$ cat config.mk
export PLATFORM = sky130hd
export DESIGN_NAME = irq_ctrl_unit
export DESIGN_NICKNAME = d
export VERILOG_FILES = /design/src/rtl/irq_ctrl_pkg.sv /design/src/rtl/irq_flag_cell.sv /design/src/rtl/irq_chg_summary.sv /design/src/rtl/irq_req_gate.sv /design/src/rtl/irq_ctrl_unit.sv
export SDC_FILE = /design/constraint.sdc
export NUM_CORES = 1
export LEC_CHECK = 0
export BUFFER_PORTS_ARGS = -buffer_cell sky130_fd_sc_hd__buf_2
export CAP_MARGIN = 40
export CORE_MARGIN = 2
export CORE_UTILIZATION = 25
export CTS_BUF_LIST = sky130_fd_sc_hd__clkbuf_4 sky130_fd_sc_hd__clkbuf_8 sky130_fd_sc_hd__clkbuf_16
export DETAILED_ROUTE_END_ITERATION = 8
export GPL_TIMING_DRIVEN = 1
export PLACE_DENSITY = 0.56
export SYNTH_ARGS = -nofsm -noshare
export SYNTH_HDL_FRONTEND = slang
export SYNTH_SLANG_ARGS = --single-unit
$ cat constraint.sdc
create_clock -name clk -period 1.3 [get_ports clk]
set_input_delay 0.39 -clock clk [delete_from_list [all_inputs] [get_ports clk]]
set_output_delay 0.39 -clock clk [all_outputs]
set_load 0.01 [all_outputs]
$ cat src/rtl/irq_ctrl_pkg.sv
package irq_ctrl_pkg;
  localparam int REG_W   = 8;
  localparam int BIT_GIE = 7;
  localparam int BIT_PEN = 6;
  localparam int BIT_TEN = 5;
  localparam int BIT_XEN = 4;
  localparam int BIT_CEN = 3;
  localparam int BIT_TFL = 2;
  localparam int BIT_XFL = 1;
  localparam int BIT_CFL = 0;
  localparam int EN_LO   = BIT_CEN;
  localparam int EN_W    = REG_W - EN_LO;
  localparam int HW_FLAGS = 2;
  localparam int N_SRC   = 4;
  localparam int SRC_PERIPH = 3;
endpackage

$ cat src/rtl/irq_flag_cell.sv
module irq_flag_cell (
  input  logic clk,
  input  logic rst,
  input  logic set_evt,
  input  logic wr_en,
  input  logic wr_val,
  output logic flag_q
);
  always_ff @(posedge clk) begin
    if (rst)          flag_q <= 1'b0;
    else if (set_evt) flag_q <= 1'b1;
    else if (wr_en)   flag_q <= wr_val;
  end

  assert_set_wins_R5: assert property (@(posedge clk) disable iff (rst)
    set_evt |=> flag_q);
  assert_sw_clear_R10: assert property (@(posedge clk) disable iff (rst)
    (wr_en && !wr_val && !set_evt) |=> !flag_q);
endmodule

$ cat src/rtl/irq_chg_summary.sv
module irq_chg_summary #(
  parameter int W = 4
) (
  input  logic         clk,
  input  logic         rst,
  input  logic [W-1:0] src,
  output logic         any_q
);
  always_ff @(posedge clk) begin
    if (rst) any_q <= 1'b0;
    else     any_q <= |src;
  end

  assert_any_set_R6: assert property (@(posedge clk) disable iff (rst)
    (src != '0) |=> any_q);
  assert_all_clear_R6: assert property (@(posedge clk) disable iff (rst)
    (src == '0) |=> !any_q);
endmodule

$ cat src/rtl/irq_req_gate.sv
module irq_req_gate #(
  parameter int N = 4
) (
  input  logic         clk,
  input  logic         rst,
  input  logic         gie,
  input  logic [N-1:0] src_en,
  input  logic [N-1:0] src_fl,
  output logic         irq_q
);
  logic [N-1:0] live;

  generate
    for (genvar i = 0; i < N; i++) begin : g_src
      assign live[i] = src_en[i] & src_fl[i];
    end
  endgenerate

  always_ff @(posedge clk) begin
    if (rst) irq_q <= 1'b0;
    else     irq_q <= gie & (|live);
  end

  assert_gie_off_R7: assert property (@(posedge clk) disable iff (rst)
    !gie |=> !irq_q);
  assert_req_on_R8: assert property (@(posedge clk) disable iff (rst)
    (gie && ((src_en & src_fl) != '0)) |=> irq_q);
  assert_req_off_R8: assert property (@(posedge clk) disable iff (rst)
    ((src_en & src_fl) == '0) |=> !irq_q);
endmodule

$ cat src/rtl/irq_ctrl_unit.sv
module irq_ctrl_unit
  import irq_ctrl_pkg::*;
#(
  parameter int CHG_W = 4
) (
  input  logic             clk,
  input  logic             rst,
  input  logic             wr_en,
  input  logic [REG_W-1:0] wr_data,
  output logic [REG_W-1:0] rd_data,
  input  logic             tmr_ovf_pulse,
  input  logic             ext_int_pulse,
  input  logic [CHG_W-1:0] chg_flags,
  input  logic             periph_req,
  output logic             irq
);
  logic [EN_W-1:0]     en_q;
  logic [HW_FLAGS-1:0] hw_evt;
  logic [HW_FLAGS-1:0] hw_fl;
  logic                chg_any;
  logic [N_SRC-1:0]    g_en;
  logic [N_SRC-1:0]    g_fl;

  always_ff @(posedge clk) begin
    if (rst)        en_q <= '0;
    else if (wr_en) en_q <= wr_data[REG_W-1:EN_LO];
  end

  // index 1 -> timer flag (bit 2), index 0 -> external flag (bit 1)
  assign hw_evt = {tmr_ovf_pulse, ext_int_pulse};

  generate
    for (genvar i = 0; i < HW_FLAGS; i++) begin : g_flag
      irq_flag_cell u_cell (
        .clk     (clk),
        .rst     (rst),
        .set_evt (hw_evt[i]),
        .wr_en   (wr_en),
        .wr_val  (wr_data[BIT_XFL + i]),
        .flag_q  (hw_fl[i])
      );
    end
  endgenerate

  irq_chg_summary #(.W(CHG_W)) u_chg (
    .clk   (clk),
    .rst   (rst),
    .src   (chg_flags),
    .any_q (chg_any)
  );

  assign rd_data = {en_q, hw_fl, chg_any};

  assign g_en = {rd_data[BIT_PEN], rd_data[BIT_TEN], rd_data[BIT_XEN], rd_data[BIT_CEN]};
  assign g_fl = {periph_req,       rd_data[BIT_TFL], rd_data[BIT_XFL], rd_data[BIT_CFL]};

  irq_req_gate #(.N(N_SRC)) u_gate (
    .clk    (clk),
    .rst    (rst),
    .gie    (rd_data[BIT_GIE]),
    .src_en (g_en),
    .src_fl (g_fl),
    .irq_q  (irq)
  );

  assert_reset_R1: assert property (@(posedge clk)
    rst |=> (rd_data == '0 && !irq));
  assert_tmr_R3: assert property (@(posedge clk) disable iff (rst)
    tmr_ovf_pulse |=> rd_data[BIT_TFL]);
  assert_ext_R4: assert property (@(posedge clk) disable iff (rst)
    ext_int_pulse |=> rd_data[BIT_XFL]);
  assert_en_write_R2: assert property (@(posedge clk) disable iff (rst)
    wr_en |=> rd_data[REG_W-1:EN_LO] == $past(wr_data[REG_W-1:EN_LO]));
  assert_periph_R9: assert property (@(posedge clk) disable iff (rst)
    (periph_req && rd_data[BIT_PEN] && rd_data[BIT_GIE]) |=> irq);
endmodule

# Word level (Yosys, flattened, before mapping)
# Cells that the tools add are included.
op_classes:
  bitwise_logic: 5
  n_mux: 4
  reduce_logical: 4
ops:
  columns: ["cell", "n"]
  rows:
  - ["4-bit OR reduction", 2]
  - ["1-bit AND", 5]
  - ["1-bit two-way mux", 4]
  - ["2-bit nonzero test", 2]
totals:
  ff_bits: 9
  in_bits: 18
  output_inout_bits: 9
  wordCells: 18

# Logic depth before layout (Yosys ltp)
logic_depth:
  ltp_word: 3
  mapped_depth: 3
  depth_no_buf: 2

# Modules after synthesis
# Synthesis repeated with hierarchy kept, for this count alone.
unflattened:
  hier_cells: 33
  hier_area_um2: 341.6
modules_own_cells:
  columns: ["mod", "area_per_inst_um2", "instances", "seq_area_each_um2", "cells_per_inst"]
  rows:
  - ["irq_ctrl_unit", 187.7, 1, 100.1, 17]
  - ["irq_flag_cell", 38.8, 2, 20.0, 4]
  - ["irq_req_gate", 46.3, 1, 20.0, 5]
  - ["irq_chg_summary", 30.0, 1, 20.0, 3]

# Worst setup path before layout
# OpenSTA, ideal clock, no wires.
synth_path:
  path_type: "input port to flip-flop"
  from: "input port wr_en"
  to: "register g_flag[0].u_cell.flag_q"
  n_path_buf: 1
  arrival_ns: 0.740
  required_time_ns: 1.182
  setup_time_ns: 0.118
  cell_stages: 3
  slack_ns: 0.442
  cell_sequence: "buf_6 > mux2i_1 > a21oi_1"
synth_between:
  elab_chain_cells: 1
synth_lines:
  columns: ["item", "line_no", "text"]
  rows:
  - ["start, declared", "irq_ctrl_unit.sv:8", "input logic wr_en,"]
  - ["2-bit nonzero test (no source line)", null, null]
  - ["end signal, assigned", "irq_flag_cell.sv:12", "else if (wr_en) flag_q <= wr_val;"]
  - ["end, declared", "irq_flag_cell.sv:7", "output logic flag_q"]
# Every way passes these cells.
# A chain may end at the register's enable or synchronous reset.

# Final worst setup path
layout_path:
  from: "register en_q[3]"
  to: "output port rd_data[6]"
layout_lines:
  columns: ["item", "line_no", "text"]
  rows:
  - ["start, declared", "irq_ctrl_unit.sv:17", "logic [EN_W-1:0] en_q;"]
  - ["start signal, assigned", "irq_ctrl_unit.sv:26", "else if (wr_en) en_q <= wr_data[REG_W-1:EN_LO];"]
  - ["end, declared", "irq_ctrl_unit.sv:10", "output logic [REG_W-1:0] rd_data,"]
# No word-level cell between the ends.

==> metrics.csv <==
stage;metric;value;unit
logic_synthesis;Mapped Cells;37;
timing;Worst Tran Pin Value;0.246;ns
run_status;status;finished, final reports clean;
clocking;H-tree depth;1;
logic_synthesis;syn_nets;55;
final_layout;ant diodes;0;
final_layout;commonest non-fill, non-tap cell in the layout;buf_2;
clocking;maximum clock insertion buffer count;2;
timing;RSZ-0062 raised after global routing;false;
clocking;post-CTS sizing;0;
setup_path;CP cell instances;buf_2;
setup_path;slowest stage delay, CP;0.36;ns
setup_path;Slowest-stage cell, CP;dfxtp_1;
drt;Antenna Nets Post-Route;0;
global_route;GRT overflow;0;
drt;Highest Signal Layer;met4;
logic_synthesis;post-synthesis cell area;369;sq um
setup_path;CP max FO;3;
drt;first-pass iteration count of the detailed router;1;
clocking;clock root buffer;clkbuf_4;
setup_path;crit end category;primary output;
timing;Fin. Hold Viols;0;
final_layout;area added between synthesis and finish;34.6;%
clocking;postcts setup bufs;0;
placement;dpl ws;0.271;ns
drt;M1 WL;325;um
global_route;vias in the first global route;278;
die;Initial Utilization;27.7;%
timing;Fmax achieved;873;MHz
final_layout;layout cells sized above 1;48.3;%
drt;DR DRC count;0;
die;num ports;27;
die;Die X;42.4;um
timing;Final Worst Setup Slack;0.155;ns
drt;final WL;749;um
die;DIE HEIGHT;42.4;um
timing;final cycle utilization of the critical path;88.1;%
final_layout;nets;79;
global_route;antenna violations before repair;0;
global_route;largest net degree at the start of global routing;10;
final_layout;final instance area;497;sq um
placement;routability cong.;0.596;
drt;Met3 Routed Length;50;um
setup_path;startpoint types;flip-flop;
clocking;clock tree from TritonCTS;yes;
drt;DR WL met2;351;um
final_layout;Final Util;37.2;%
placement;I/O Buffers;25;
run;max-capacitance violation count;0;
clocking;clock slew at reported path FFs;0.06;ns
final_layout;commonest cells after routing, fill and taps aside;buf_2, dfxtp_1, mux2i_1, nor2_1, clkbuf_4;
power_and_ir_drop;leakage;0.270;nW
die;Core Region;1330;sq um
final_layout;Fill cells;145;
logic_synthesis;Yosys reg bits;9;
setup_path;worst path arrival time;0.75;ns
clocking;# clock sinks;9;
drt;Avg WL per Cell;9.99;um
final_layout;register area;180;sq um
die;row count;13;
logic_synthesis;register area share after synthesis;48.8;%
clocking;hold buffer count at cts;0;
final_layout;combined area of the multi-input logic cells;135;sq um
drt;Iter 0 DRT Violations;0;
placement;Inst Count DP;71;
logic_synthesis;count of different cell masters after synthesis;11;
placement;dpl cell area;467;sq um
setup_path;critical setup path kind;reg2out;
setup_path;Critical Path RT;0.91;ns
clocking;TritonCTS buffer count;3;
timing;Final min period;1.14;ns
global_route;first-pass GRT wire length;1.14;mm
power_and_ir_drop;Peak VDD IR;0.000375;V
worst_hold_path;worst min path class;in2reg;
timing;Setup TNS;0;ns
power_and_ir_drop;PwrDens;1240;nW/um^2
setup_path;Worst Path Buf+Inv;1;
setup_path;delay-heaviest family, CP;flip-flops;
timing;Slew Limit Fails;0;
global_route;GRT Total Usage;9.17;%
logic_synthesis;synth warn;0;
timing;slew margin rel.;83.4;%
clocking;Clock Latency Late Sink;0.25;ns
die;die area;1800;sq um
drt;DR vias/cell;4.33;
drt;Vias;325;
timing;clock skew;0.00524;ns
timing;final setup vio count;0;
final_layout;post-route insts no fill;75;
logic_synthesis;syn avg cell area;9.98;sq um
-- through the flow --
| stage | power (mW) | hold slack (ns) |
|---|---|---|
| after floorplan | 0.364 | 0.439 |
| after global placement | 0.391 | 0.451 |
| after detailed placement | 0.393 | 0.458 |
| after CTS | 0.629 | 0.355 |
| after global routing | 0.651 | 0.372 |
| final | 0.614 | 0.362 |
-- worst paths after layout --
check / from / to / slack, ns / depth (start not counted)
worst max-delay path: en_q[3] / rd_data[6] / 0.16 / 1
worst max register to register: g_flag[1].u_cell.flag_q / u_gate.irq_q / 0.59 / 2
worst min register to register: en_q[4] / u_gate.irq_q / 0.47 / 2
worst min-delay path: chg_flags[0] / u_chg.any_q / 0.36 / 3
-- cell families after synthesis --
| logic type | Yosys count | share of synthesized area, % |
|---|---|---|
| compound gates | 5 | 8.13 |
| buf+inv | 8 | 14.6 |
| flops | 9 | 48.8 |
| mux | 7 | 19.0 |
| simple gates | 8 | 9.49 |
-- cells in the mapped netlist (all sizes together) --
| master | n | share of area, % |
|---|---|---|
| a21oi | 3 | 4.1 |
| buf | 6 | 13 |
| nor4 | 1 | 1.7 |
| nor2 | 6 | 6.1 |
| dfxtp | 9 | 49 |
| a22oi | 2 | 4.1 |
| nand2b | 1 | 1.7 |
| mux2i | 7 | 19 |
| inv | 2 | 2.0 |
-- power by group --
| part | switching, mW | internal (mW) |
|---|---|---|
| Clock | 0.0906 | 0.139 |
| Combinational | 0.0377 | 0.0444 |
| Sequential | 0.0104 | 0.293 |
| Total | 0.139 | 0.476 |
-- cell type report --
cell class | count | area share (%)
clock buffer | 4 | 6.05
inverter | 2 | 1.51
multi-input combinational | 20 | 27.2
sequential | 9 | 36.3
tap | 15 | 3.78
timing repair buffer | 25 | 25.2
-- metal layers --
layer  global-route usage [%]  up-vias
met5                        0        -
met4                     11.3        0
met3                     2.59        2
met2                     12.6       14
met1                     10.1      143
li1                         -      166
-- sequential cells by signal (all words and copies together), names as in the netlist --
signal                flops
en_q                      5
g_flag.u_cell.flag_q      2
u_chg.any_q               1
u_gate.irq_q              1
Power figures use the tool's default switching activity.
